--- config.mk ---
export PLATFORM = sky130hd
export DESIGN_NAME = nand_pgm_seq
export DESIGN_NICKNAME = d
export VERILOG_FILES = /design/src/rtl/nps_pkg.sv /design/src/rtl/nps_strobe.sv /design/src/rtl/nps_ctrl.sv /design/src/rtl/nand_pgm_seq.sv
export SDC_FILE = /design/constraint.sdc
export NUM_CORES = 1
export LEC_CHECK = 0
export CORE_UTILIZATION = 50
export DETAILED_ROUTE_END_ITERATION = 7
export PLACE_DENSITY_LB_ADDON = 0.15
export SYNTH_ARGS = -nofsm -noshare
export SYNTH_HDL_FRONTEND = slang
export SYNTH_SLANG_ARGS = --single-unit
--- constraint.sdc ---
create_clock -name clk -period 6.7 [get_ports clk]
set_input_delay 2.01 -clock clk [delete_from_list [all_inputs] [get_ports clk]]
set_output_delay 2.01 -clock clk [all_outputs]
set_load 0.01 [all_outputs]
--- src/rtl/nps_pkg.sv ---
package nps_pkg;
  typedef enum logic [3:0] {
    S_IDLE, S_PTR, S_SETUP, S_ADR, S_DATA, S_CONF, S_WB, S_RBW,
    S_STCMD, S_WHR, S_STRD, S_RWAIT, S_RRBW, S_VRD, S_FIN
  } seq_st_t;

  typedef enum logic [1:0] {P_IDLE, P_LO, P_HI} strb_ph_t;

  localparam logic [7:0] CMD_AREA0  = 8'h00;
  localparam logic [7:0] CMD_AREA1  = 8'h01;
  localparam logic [7:0] CMD_SPARE  = 8'h50;
  localparam logic [7:0] CMD_LOAD   = 8'h80;
  localparam logic [7:0] CMD_COMMIT = 8'h10;
  localparam logic [7:0] CMD_STATUS = 8'h70;
endpackage

--- src/rtl/nps_strobe.sv ---
module nps_strobe
  import nps_pkg::*;
#(
  parameter int DW   = 8,
  parameter int T_LO = 3,
  parameter int T_HI = 2
) (
  input  logic          clk,
  input  logic          rst,
  input  logic          go,
  input  logic          rd,
  input  logic [DW-1:0] io_in,
  output logic          we_n,
  output logic          re_n,
  output logic [DW-1:0] rdata,
  output logic          ack
);
  localparam int TMAX = (T_LO > T_HI) ? T_LO : T_HI;
  localparam int CW   = $clog2(TMAX + 1);

  strb_ph_t      ph;
  logic [CW-1:0] cnt;
  logic          rd_q;

  always_ff @(posedge clk) begin
    if (rst) begin
      ph    <= P_IDLE;
      cnt   <= '0;
      rd_q  <= 1'b0;
      we_n  <= 1'b1;
      re_n  <= 1'b1;
      rdata <= '0;
      ack   <= 1'b0;
    end else begin
      ack <= 1'b0;
      case (ph)
        P_IDLE: if (go) begin
          ph   <= P_LO;
          cnt  <= CW'(T_LO - 1);
          rd_q <= rd;
          if (rd) re_n <= 1'b0;
          else    we_n <= 1'b0;
        end
        P_LO: if (cnt == '0) begin
          ph   <= P_HI;
          cnt  <= CW'(T_HI - 1);
          we_n <= 1'b1;
          re_n <= 1'b1;
          if (rd_q) rdata <= io_in;
        end else cnt <= cnt - 1'b1;
        P_HI: if (cnt == '0) begin
          ph  <= P_IDLE;
          ack <= 1'b1;
        end else cnt <= cnt - 1'b1;
        default: ph <= P_IDLE;
      endcase
    end
  end


  strobes_excl_chk: assert property (@(posedge clk) disable iff (rst)
    !(!we_n && !re_n));


  go_when_idle_chk: assert property (@(posedge clk) disable iff (rst)
    go |-> (ph == P_IDLE));
endmodule

--- src/rtl/nps_ctrl.sv ---
module nps_ctrl
  import nps_pkg::*;
#(
  parameter int DW         = 8,
  parameter int ROW_BYTES  = 2,
  parameter int MAIN_BYTES = 512,
  parameter int PAGE_BYTES = 528,
  parameter int COL_W      = 10,
  parameter int T_WB       = 10,
  parameter int T_WHR      = 6,
  parameter int T_RD       = 12
) (
  input  logic                    clk,
  input  logic                    rst,
  input  logic                    start,
  input  logic [ROW_BYTES*DW-1:0] row_addr,
  input  logic [COL_W-1:0]        col_start,
  input  logic [COL_W-1:0]        byte_count,
  input  logic                    status_poll,
  input  logic                    verify_en,
  input  logic [DW-1:0]           din,
  output logic                    din_take,
  output logic                    busy,
  output logic                    done,
  output logic                    prog_fail,
  output logic                    verify_fail,
  output logic                    ce_n,
  output logic                    cle,
  output logic                    ale,
  output logic [DW-1:0]           io_out,
  output logic                    io_oe,
  output logic                    go,
  output logic                    rd,
  input  logic                    ack,
  input  logic [DW-1:0]           rdata,
  input  logic                    rb
);
  localparam int ROW_W  = ROW_BYTES * DW;
  localparam int HALF   = MAIN_BYTES / 2;
  localparam int AIW    = $clog2(ROW_BYTES + 1);
  localparam int RWAIT  = (T_RD > T_WB) ? T_RD : T_WB;
  localparam int WMAX   = (RWAIT > T_WHR) ? RWAIT : T_WHR;
  localparam int CW     = $clog2(WMAX + 1);

  seq_st_t          st;
  logic             issued, vph, spoll_q, vrf_q;
  logic [AIW-1:0]   aidx;
  logic [COL_W-1:0] col_q, len_q, left, room, req_len;
  logic [ROW_W-1:0] row_q;
  logic [CW-1:0]    wcnt;
  logic [1:0]       rb_s;
  logic [DW-1:0]    ptr_cmd;
  logic [DW-1:0]    abytes [0:ROW_BYTES];

  assign room    = (col_start >= COL_W'(PAGE_BYTES)) ? '0 : COL_W'(PAGE_BYTES) - col_start;
  assign req_len = (byte_count < room) ? byte_count : room;
  assign ptr_cmd = (col_q >= COL_W'(MAIN_BYTES)) ? CMD_SPARE :
                   (col_q >= COL_W'(HALF))       ? CMD_AREA1 : CMD_AREA0;
  assign busy    = (st != S_IDLE);

  assign abytes[0] = col_q[DW-1:0];
  for (genvar g = 0; g < ROW_BYTES; g++) begin : g_rowb
    assign abytes[g+1] = row_q[g*DW +: DW];
  end

  task automatic launch(input logic c, input logic a, input logic r, input logic [DW-1:0] b);
    cle    <= c;
    ale    <= a;
    rd     <= r;
    io_oe  <= !r;
    io_out <= b;
    go     <= 1'b1;
    issued <= 1'b1;
  endtask

  always_ff @(posedge clk) begin
    if (rst) begin
      st <= S_IDLE;  issued <= 1'b0;  vph <= 1'b0;  spoll_q <= 1'b0;  vrf_q <= 1'b0;
      aidx <= '0;  col_q <= '0;  len_q <= '0;  left <= '0;  row_q <= '0;  wcnt <= '0;
      rb_s <= 2'b11;  din_take <= 1'b0;  done <= 1'b0;  prog_fail <= 1'b0;
      verify_fail <= 1'b0;  ce_n <= 1'b1;  cle <= 1'b0;  ale <= 1'b0;
      io_out <= '0;  io_oe <= 1'b0;  go <= 1'b0;  rd <= 1'b0;
    end else begin
      rb_s     <= {rb_s[0], rb};
      go       <= 1'b0;
      done     <= 1'b0;
      din_take <= 1'b0;
      if (ack) begin
        cle <= 1'b0;  ale <= 1'b0;  io_oe <= 1'b0;  issued <= 1'b0;
      end
      case (st)
        S_IDLE: if (start) begin
          row_q <= row_addr;  col_q <= col_start;  len_q <= req_len;
          spoll_q <= status_poll;  vrf_q <= verify_en;  vph <= 1'b0;
          prog_fail <= 1'b0;  verify_fail <= 1'b0;  ce_n <= 1'b0;
          st <= S_PTR;
        end
        S_PTR:
          if (!issued) launch(1'b1, 1'b0, 1'b0, ptr_cmd);
          else if (ack) st <= vph ? S_ADR : S_SETUP;
        S_SETUP:
          if (!issued) launch(1'b1, 1'b0, 1'b0, CMD_LOAD);
          else if (ack) st <= S_ADR;
        S_ADR:
          if (!issued) launch(1'b0, 1'b1, 1'b0, abytes[aidx]);
          else if (ack) begin
            if (aidx == AIW'(ROW_BYTES)) begin
              aidx <= '0;
              left <= len_q;
              if (vph) begin
                wcnt <= CW'(RWAIT);
                st   <= S_RWAIT;
              end else st <= (len_q == '0) ? S_CONF : S_DATA;
            end else aidx <= aidx + 1'b1;
          end
        S_DATA:
          if (!issued) begin
            launch(1'b0, 1'b0, 1'b0, din);
            din_take <= 1'b1;
          end else if (ack) begin
            left <= left - 1'b1;
            if (left == COL_W'(1)) st <= S_CONF;
          end
        S_CONF:
          if (!issued) launch(1'b1, 1'b0, 1'b0, CMD_COMMIT);
          else if (ack) begin
            wcnt <= CW'(T_WB);
            st   <= S_WB;
          end
        S_WB:
          if (wcnt == '0) st <= spoll_q ? S_STCMD : S_RBW;
          else wcnt <= wcnt - 1'b1;
        S_RBW:
          if (rb_s[1]) st <= S_STCMD;
        S_STCMD:
          if (!issued) launch(1'b1, 1'b0, 1'b0, CMD_STATUS);
          else if (ack) begin
            wcnt <= CW'(T_WHR);
            st   <= S_WHR;
          end
        S_WHR:
          if (wcnt == '0) st <= S_STRD;
          else wcnt <= wcnt - 1'b1;
        S_STRD:
          if (!issued) launch(1'b0, 1'b0, 1'b1, '0);
          else if (ack && !(spoll_q && !rdata[6])) begin
            prog_fail <= rdata[0];
            if (rdata[0] || !vrf_q || len_q == '0) st <= S_FIN;
            else begin
              vph <= 1'b1;
              st  <= S_PTR;
            end
          end
        S_RWAIT:
          if (wcnt == '0) st <= S_RRBW;
          else wcnt <= wcnt - 1'b1;
        S_RRBW:
          if (rb_s[1]) st <= S_VRD;
        S_VRD:
          if (!issued) launch(1'b0, 1'b0, 1'b1, '0);
          else if (ack) begin
            if (rdata != din) verify_fail <= 1'b1;
            din_take <= 1'b1;
            left     <= left - 1'b1;
            if (left == COL_W'(1)) st <= S_FIN;
          end
        S_FIN: begin
          ce_n <= 1'b1;
          done <= 1'b1;
          st   <= S_IDLE;
        end
        default: st <= S_IDLE;
      endcase
    end
  end


  done_pulse_chk: assert property (@(posedge clk) disable iff (rst)
    done |=> !done);


  start_ignored_chk: assert property (@(posedge clk) disable iff (rst)
    (busy && start) |=> ($stable(row_q) && $stable(col_q) && $stable(len_q)));


  fail_skips_verify_chk: assert property (@(posedge clk) disable iff (rst)
    (st == S_STRD && ack && rdata[0] && (rdata[6] || !spoll_q)) |=> (st == S_FIN));


  take_pulse_chk: assert property (@(posedge clk) disable iff (rst)
    din_take |=> !din_take);
endmodule

--- src/rtl/nand_pgm_seq.sv ---
module nand_pgm_seq #(
  parameter int  DW         = 8,
  parameter int  ROW_BYTES  = 2,
  parameter int  MAIN_BYTES = 512,
  parameter int  SPARE_BYTES = 16,
  parameter int  T_WLO      = 3,
  parameter int  T_WHI      = 2,
  parameter int  T_WB       = 10,
  parameter int  T_WHR      = 6,
  parameter int  T_RD       = 12,
  localparam int PAGE_BYTES = MAIN_BYTES + SPARE_BYTES,
  localparam int COL_W      = $clog2(PAGE_BYTES + 1),
  localparam int ROW_W      = ROW_BYTES * DW
) (
  input  logic             clk,
  input  logic             rst,
  input  logic             start,
  input  logic [ROW_W-1:0] row_addr,
  input  logic [COL_W-1:0] col_start,
  input  logic [COL_W-1:0] byte_count,
  input  logic             status_poll,
  input  logic             verify_en,
  input  logic [DW-1:0]    din,
  output logic             din_take,
  output logic             busy,
  output logic             done,
  output logic             prog_fail,
  output logic             verify_fail,
  output logic             nand_ce_n,
  output logic             nand_cle,
  output logic             nand_ale,
  output logic             nand_we_n,
  output logic             nand_re_n,
  output logic [DW-1:0]    nand_io_out,
  output logic             nand_io_oe,
  input  logic [DW-1:0]    nand_io_in,
  input  logic             nand_rb
);
  logic          go, rd, ack;
  logic [DW-1:0] rdata;

  nps_ctrl #(
    .DW(DW), .ROW_BYTES(ROW_BYTES), .MAIN_BYTES(MAIN_BYTES), .PAGE_BYTES(PAGE_BYTES),
    .COL_W(COL_W), .T_WB(T_WB), .T_WHR(T_WHR), .T_RD(T_RD)
  ) u_ctrl (
    .clk(clk), .rst(rst), .start(start), .row_addr(row_addr), .col_start(col_start),
    .byte_count(byte_count), .status_poll(status_poll), .verify_en(verify_en),
    .din(din), .din_take(din_take), .busy(busy), .done(done), .prog_fail(prog_fail),
    .verify_fail(verify_fail), .ce_n(nand_ce_n), .cle(nand_cle), .ale(nand_ale),
    .io_out(nand_io_out), .io_oe(nand_io_oe), .go(go), .rd(rd), .ack(ack),
    .rdata(rdata), .rb(nand_rb)
  );

  nps_strobe #(.DW(DW), .T_LO(T_WLO), .T_HI(T_WHI)) u_strobe (
    .clk(clk), .rst(rst), .go(go), .rd(rd), .io_in(nand_io_in),
    .we_n(nand_we_n), .re_n(nand_re_n), .rdata(rdata), .ack(ack)
  );


  bus_hold_chk: assert property (@(posedge clk) disable iff (rst)
    (!nand_we_n && $past(!nand_we_n)) |->
      ($stable(nand_io_out) && $stable(nand_cle) && $stable(nand_ale)));
endmodule

==> run metrics <==
outcome finished, final reports clean; Crit Path Class in -> reg; core area 10,400 um2; number of synthesized flops with an enable pin 0; Clock Latency Late Sink 0.37 ns; Detailed Route Iter0 Violations a little over 400; critical path fanouts, max 10; level count of the clock H-tree 3; Final TNS setup 0 ns; max-slew violation count 0; layout cells sized above 1 0.0602; design area 6360 um2; Placed Cells roughly 870; Tcrit/Tclk final 0.795; HPWL Detailed 10,100 um; hold buffers post-CTS 0; global-route wire length before repair 22,900 um; Fmax 188 MHz; DRT Pass-1 Iters 5; crit path DAT about 5.6 ns; slowest stage delay, CP 0.55 ns; Req. time, crit path approximately 7.0 ns; Final GP Congestion just over 0.9; CP Capture Type flip-flop; Post-Synthesis Cells 693; FF+latch count, synth 96; Post-DRT Antenna Nets 0; chip height 106 um; total number of vias 5,103; clock sinks 96; die area 11,200 um2; Synth Cell Area 5370 um2; CP Cell Sequence clkdlybuf4s50_1 > inv_1 > ha_1 > or3b_2 > a21oi_1 > nand2_1 > xor2_1 > nand2_1 > ha_1 > and4_1 > nor3b_1 > a221oi_2 > and2_1 > a21oi_1 > a211oi_2; startpoint types input pin; PwrDens between 300 and 400 nW/um2; clk root buf clkbuf_8; Buffers on Ports 76; detail-routed via count per cell 5.78; worst IR drop on VDD 153 uV; Synth-to-Final Area Change 18.5%; RSZ-0062 raised after global routing false; reg-to-reg setup timing slack 3.94 ns; crit-path leading delay family simple AND/OR/NAND/NOR gates; Ports 77; Syn. warnings 0; DRC viols 0; final wirelength 14,100 um; Async SR Flop Fraction 0; slew margin rel. 0.223; Total Power 1.93 mW; WHS Endpoint u_ctrl.rb_s[1]; WL met3 749 um; Worst-path clk slew approximately 0.080 ns; final setup margin approximately 1.4 ns; pin count of the biggest net entering global routing 97; initial antenna violation count 0; Synth top area share 0.358; Tightest Pin Transition around 1.2 ns; r2r worst-path depth 6; max_cap viols 0; # resized after CTS 0; Yosys cell types 63; hold path cells 1; row count 37; Congestion Overflow GR 0; dpl cell area 6160 um2; syn avg cell area 7.74 um2; hold crit path type reg -> reg; Yosys top cell by area dfxtp_1; post-synthesis sequential area ratio 0.358; post-layout util 0.613; number of global-route vias before repair 4,725; Setup crit start col_start[0]; Synthesized Nets 770; Synth area leaders dfxtp_1 (36%), a21oi_1 (8.2%), nand2_1 (7.8%); met2 WL 6630 um; reg2reg end u_ctrl.left[3]; Layout Nets 819; Final Hold Viols 0; Setup Skew 0.0169 ns; final worst path period need between 5 and 6 ns; number of diodes 0; CTS Buf Count 9; Place WS 1.06 ns; FF-to-FF Start u_ctrl.st[1]; Max clock buf depth 2; worst path bufs/invs 2; WL/cell 16.0 um; min-delay src u_ctrl.rb_s[0]; leakage power 2.34 nW; commonest non-fill, non-tap cells in the layout nand2_1 (111), dfxtp_1 (96), a21oi_1 (88), clkdlybuf4s50_1 (75), nor2_1 (70); CTS tree built; gr usage total 0.258; Final Non-Filler Cells 883; highest routed layer met4; critical path's slowest cell clkdlybuf4s50_1; setup bufs post-CTS 0; Die X between 100 and 150 um; Fin Hold WS 0.419 ns; Final Setup Violations 0; Synth Flop Type dfxtp_1; Initial Util 0.517; routed length on met1 around 6400 um; most common cell after layout, fill and taps aside nand2_1
sequential cells by signal, indices dropped and copies added (netlist names), 2 cells and up:
| signal | flops |
|---|---|
| u_ctrl.aidx | 2 |
| u_ctrl.col_q | 10 |
| u_ctrl.io_out | 8 |
| u_ctrl.left | 10 |
| u_ctrl.len_q | 10 |
| u_ctrl.rb_s | 2 |
| u_ctrl.row_q | 16 |
| u_ctrl.st | 4 |
| u_ctrl.wcnt | 4 |
| u_strobe.cnt | 2 |
| u_strobe.ph | 2 |
| u_strobe.rdata | 8 |
routing by layer:
metal / vias to the layer above / global-route usage
met3: 21 / 0.0365
met1: 2395 / 0.348
met2: 144 / 0.423
met5: - / 0
met4: 0 / 0.0893
li1: 2543 / -
kinds of logic after synthesis:
| family | share of synthesized area |
|---|---|
| AO/OA/AOI/OAI | 0.229 |
| adder cells (fa/ha/maj) | 0.0443 |
| flip-flops | 0.358 |
| multiplexers | 0.0410 |
| XOR/XNOR | 0.0294 |
| AND/OR/NAND/NOR | 0.249 |
| buffers and inverters | 0.0490 |
worst max-delay path by stage:
stage                 endpoint  slack, ns  cells after the start
5_1_grt        u_ctrl.len_q[8]       1.19                     15
4_1_cts        u_ctrl.len_q[4]       1.42                     15
3_5_place_dp   u_ctrl.len_q[4]       1.06                     15
2_1_floorplan  u_ctrl.len_q[0]       1.76                     12
3_3_place_gp   u_ctrl.len_q[5]       1.15                     15
6_report       u_ctrl.len_q[4]       1.38                     15
area by class of cell:
type / instances / area (um2)
flip-flops and latches: 96 / 1920
repair buffers: 84 / 816
clock inverters: 5 / 65.1
inverters: 20 / 75.1
well taps: 136 / 170
fillers: 989 / 4010
multi-input cells: 531 / 3180
clock buffers: 11 / 131
Yosys cell counts (all sizes together) (3+ instances only):
| library cell | instances |
|---|---|
| nand2 | 111 |
| dfxtp | 96 |
| a21oi | 89 |
| nor2 | 70 |
| clkbuf | 32 |
| mux2i | 22 |
| a211oi | 21 |
| o21ai | 21 |
| inv | 20 |
| ha | 19 |
| nand3 | 17 |
| nor3 | 17 |
| buf | 14 |
| nor2b | 13 |
| xor2 | 12 |
| a22oi | 11 |
| nand2b | 10 |
| o22ai | 8 |
| nand4 | 6 |
| nor4 | 6 |
| xnor2 | 6 |
| nor3b | 5 |
| a221oi | 4 |
| or2 | 4 |
| or3 | 4 |
| a21boi | 3 |
| a311oi | 3 |
| a31oi | 3 |
| and2 | 3 |
| o21bai | 3 |
| o31ai | 3 |
report_power, final:
group / internal (mW) / switching (mW)
combinational: 0.330 / 0.456
clock: 0.176 / 0.208
sequential: 0.670 / 0.0917
(Power assumes the default switching activity.)
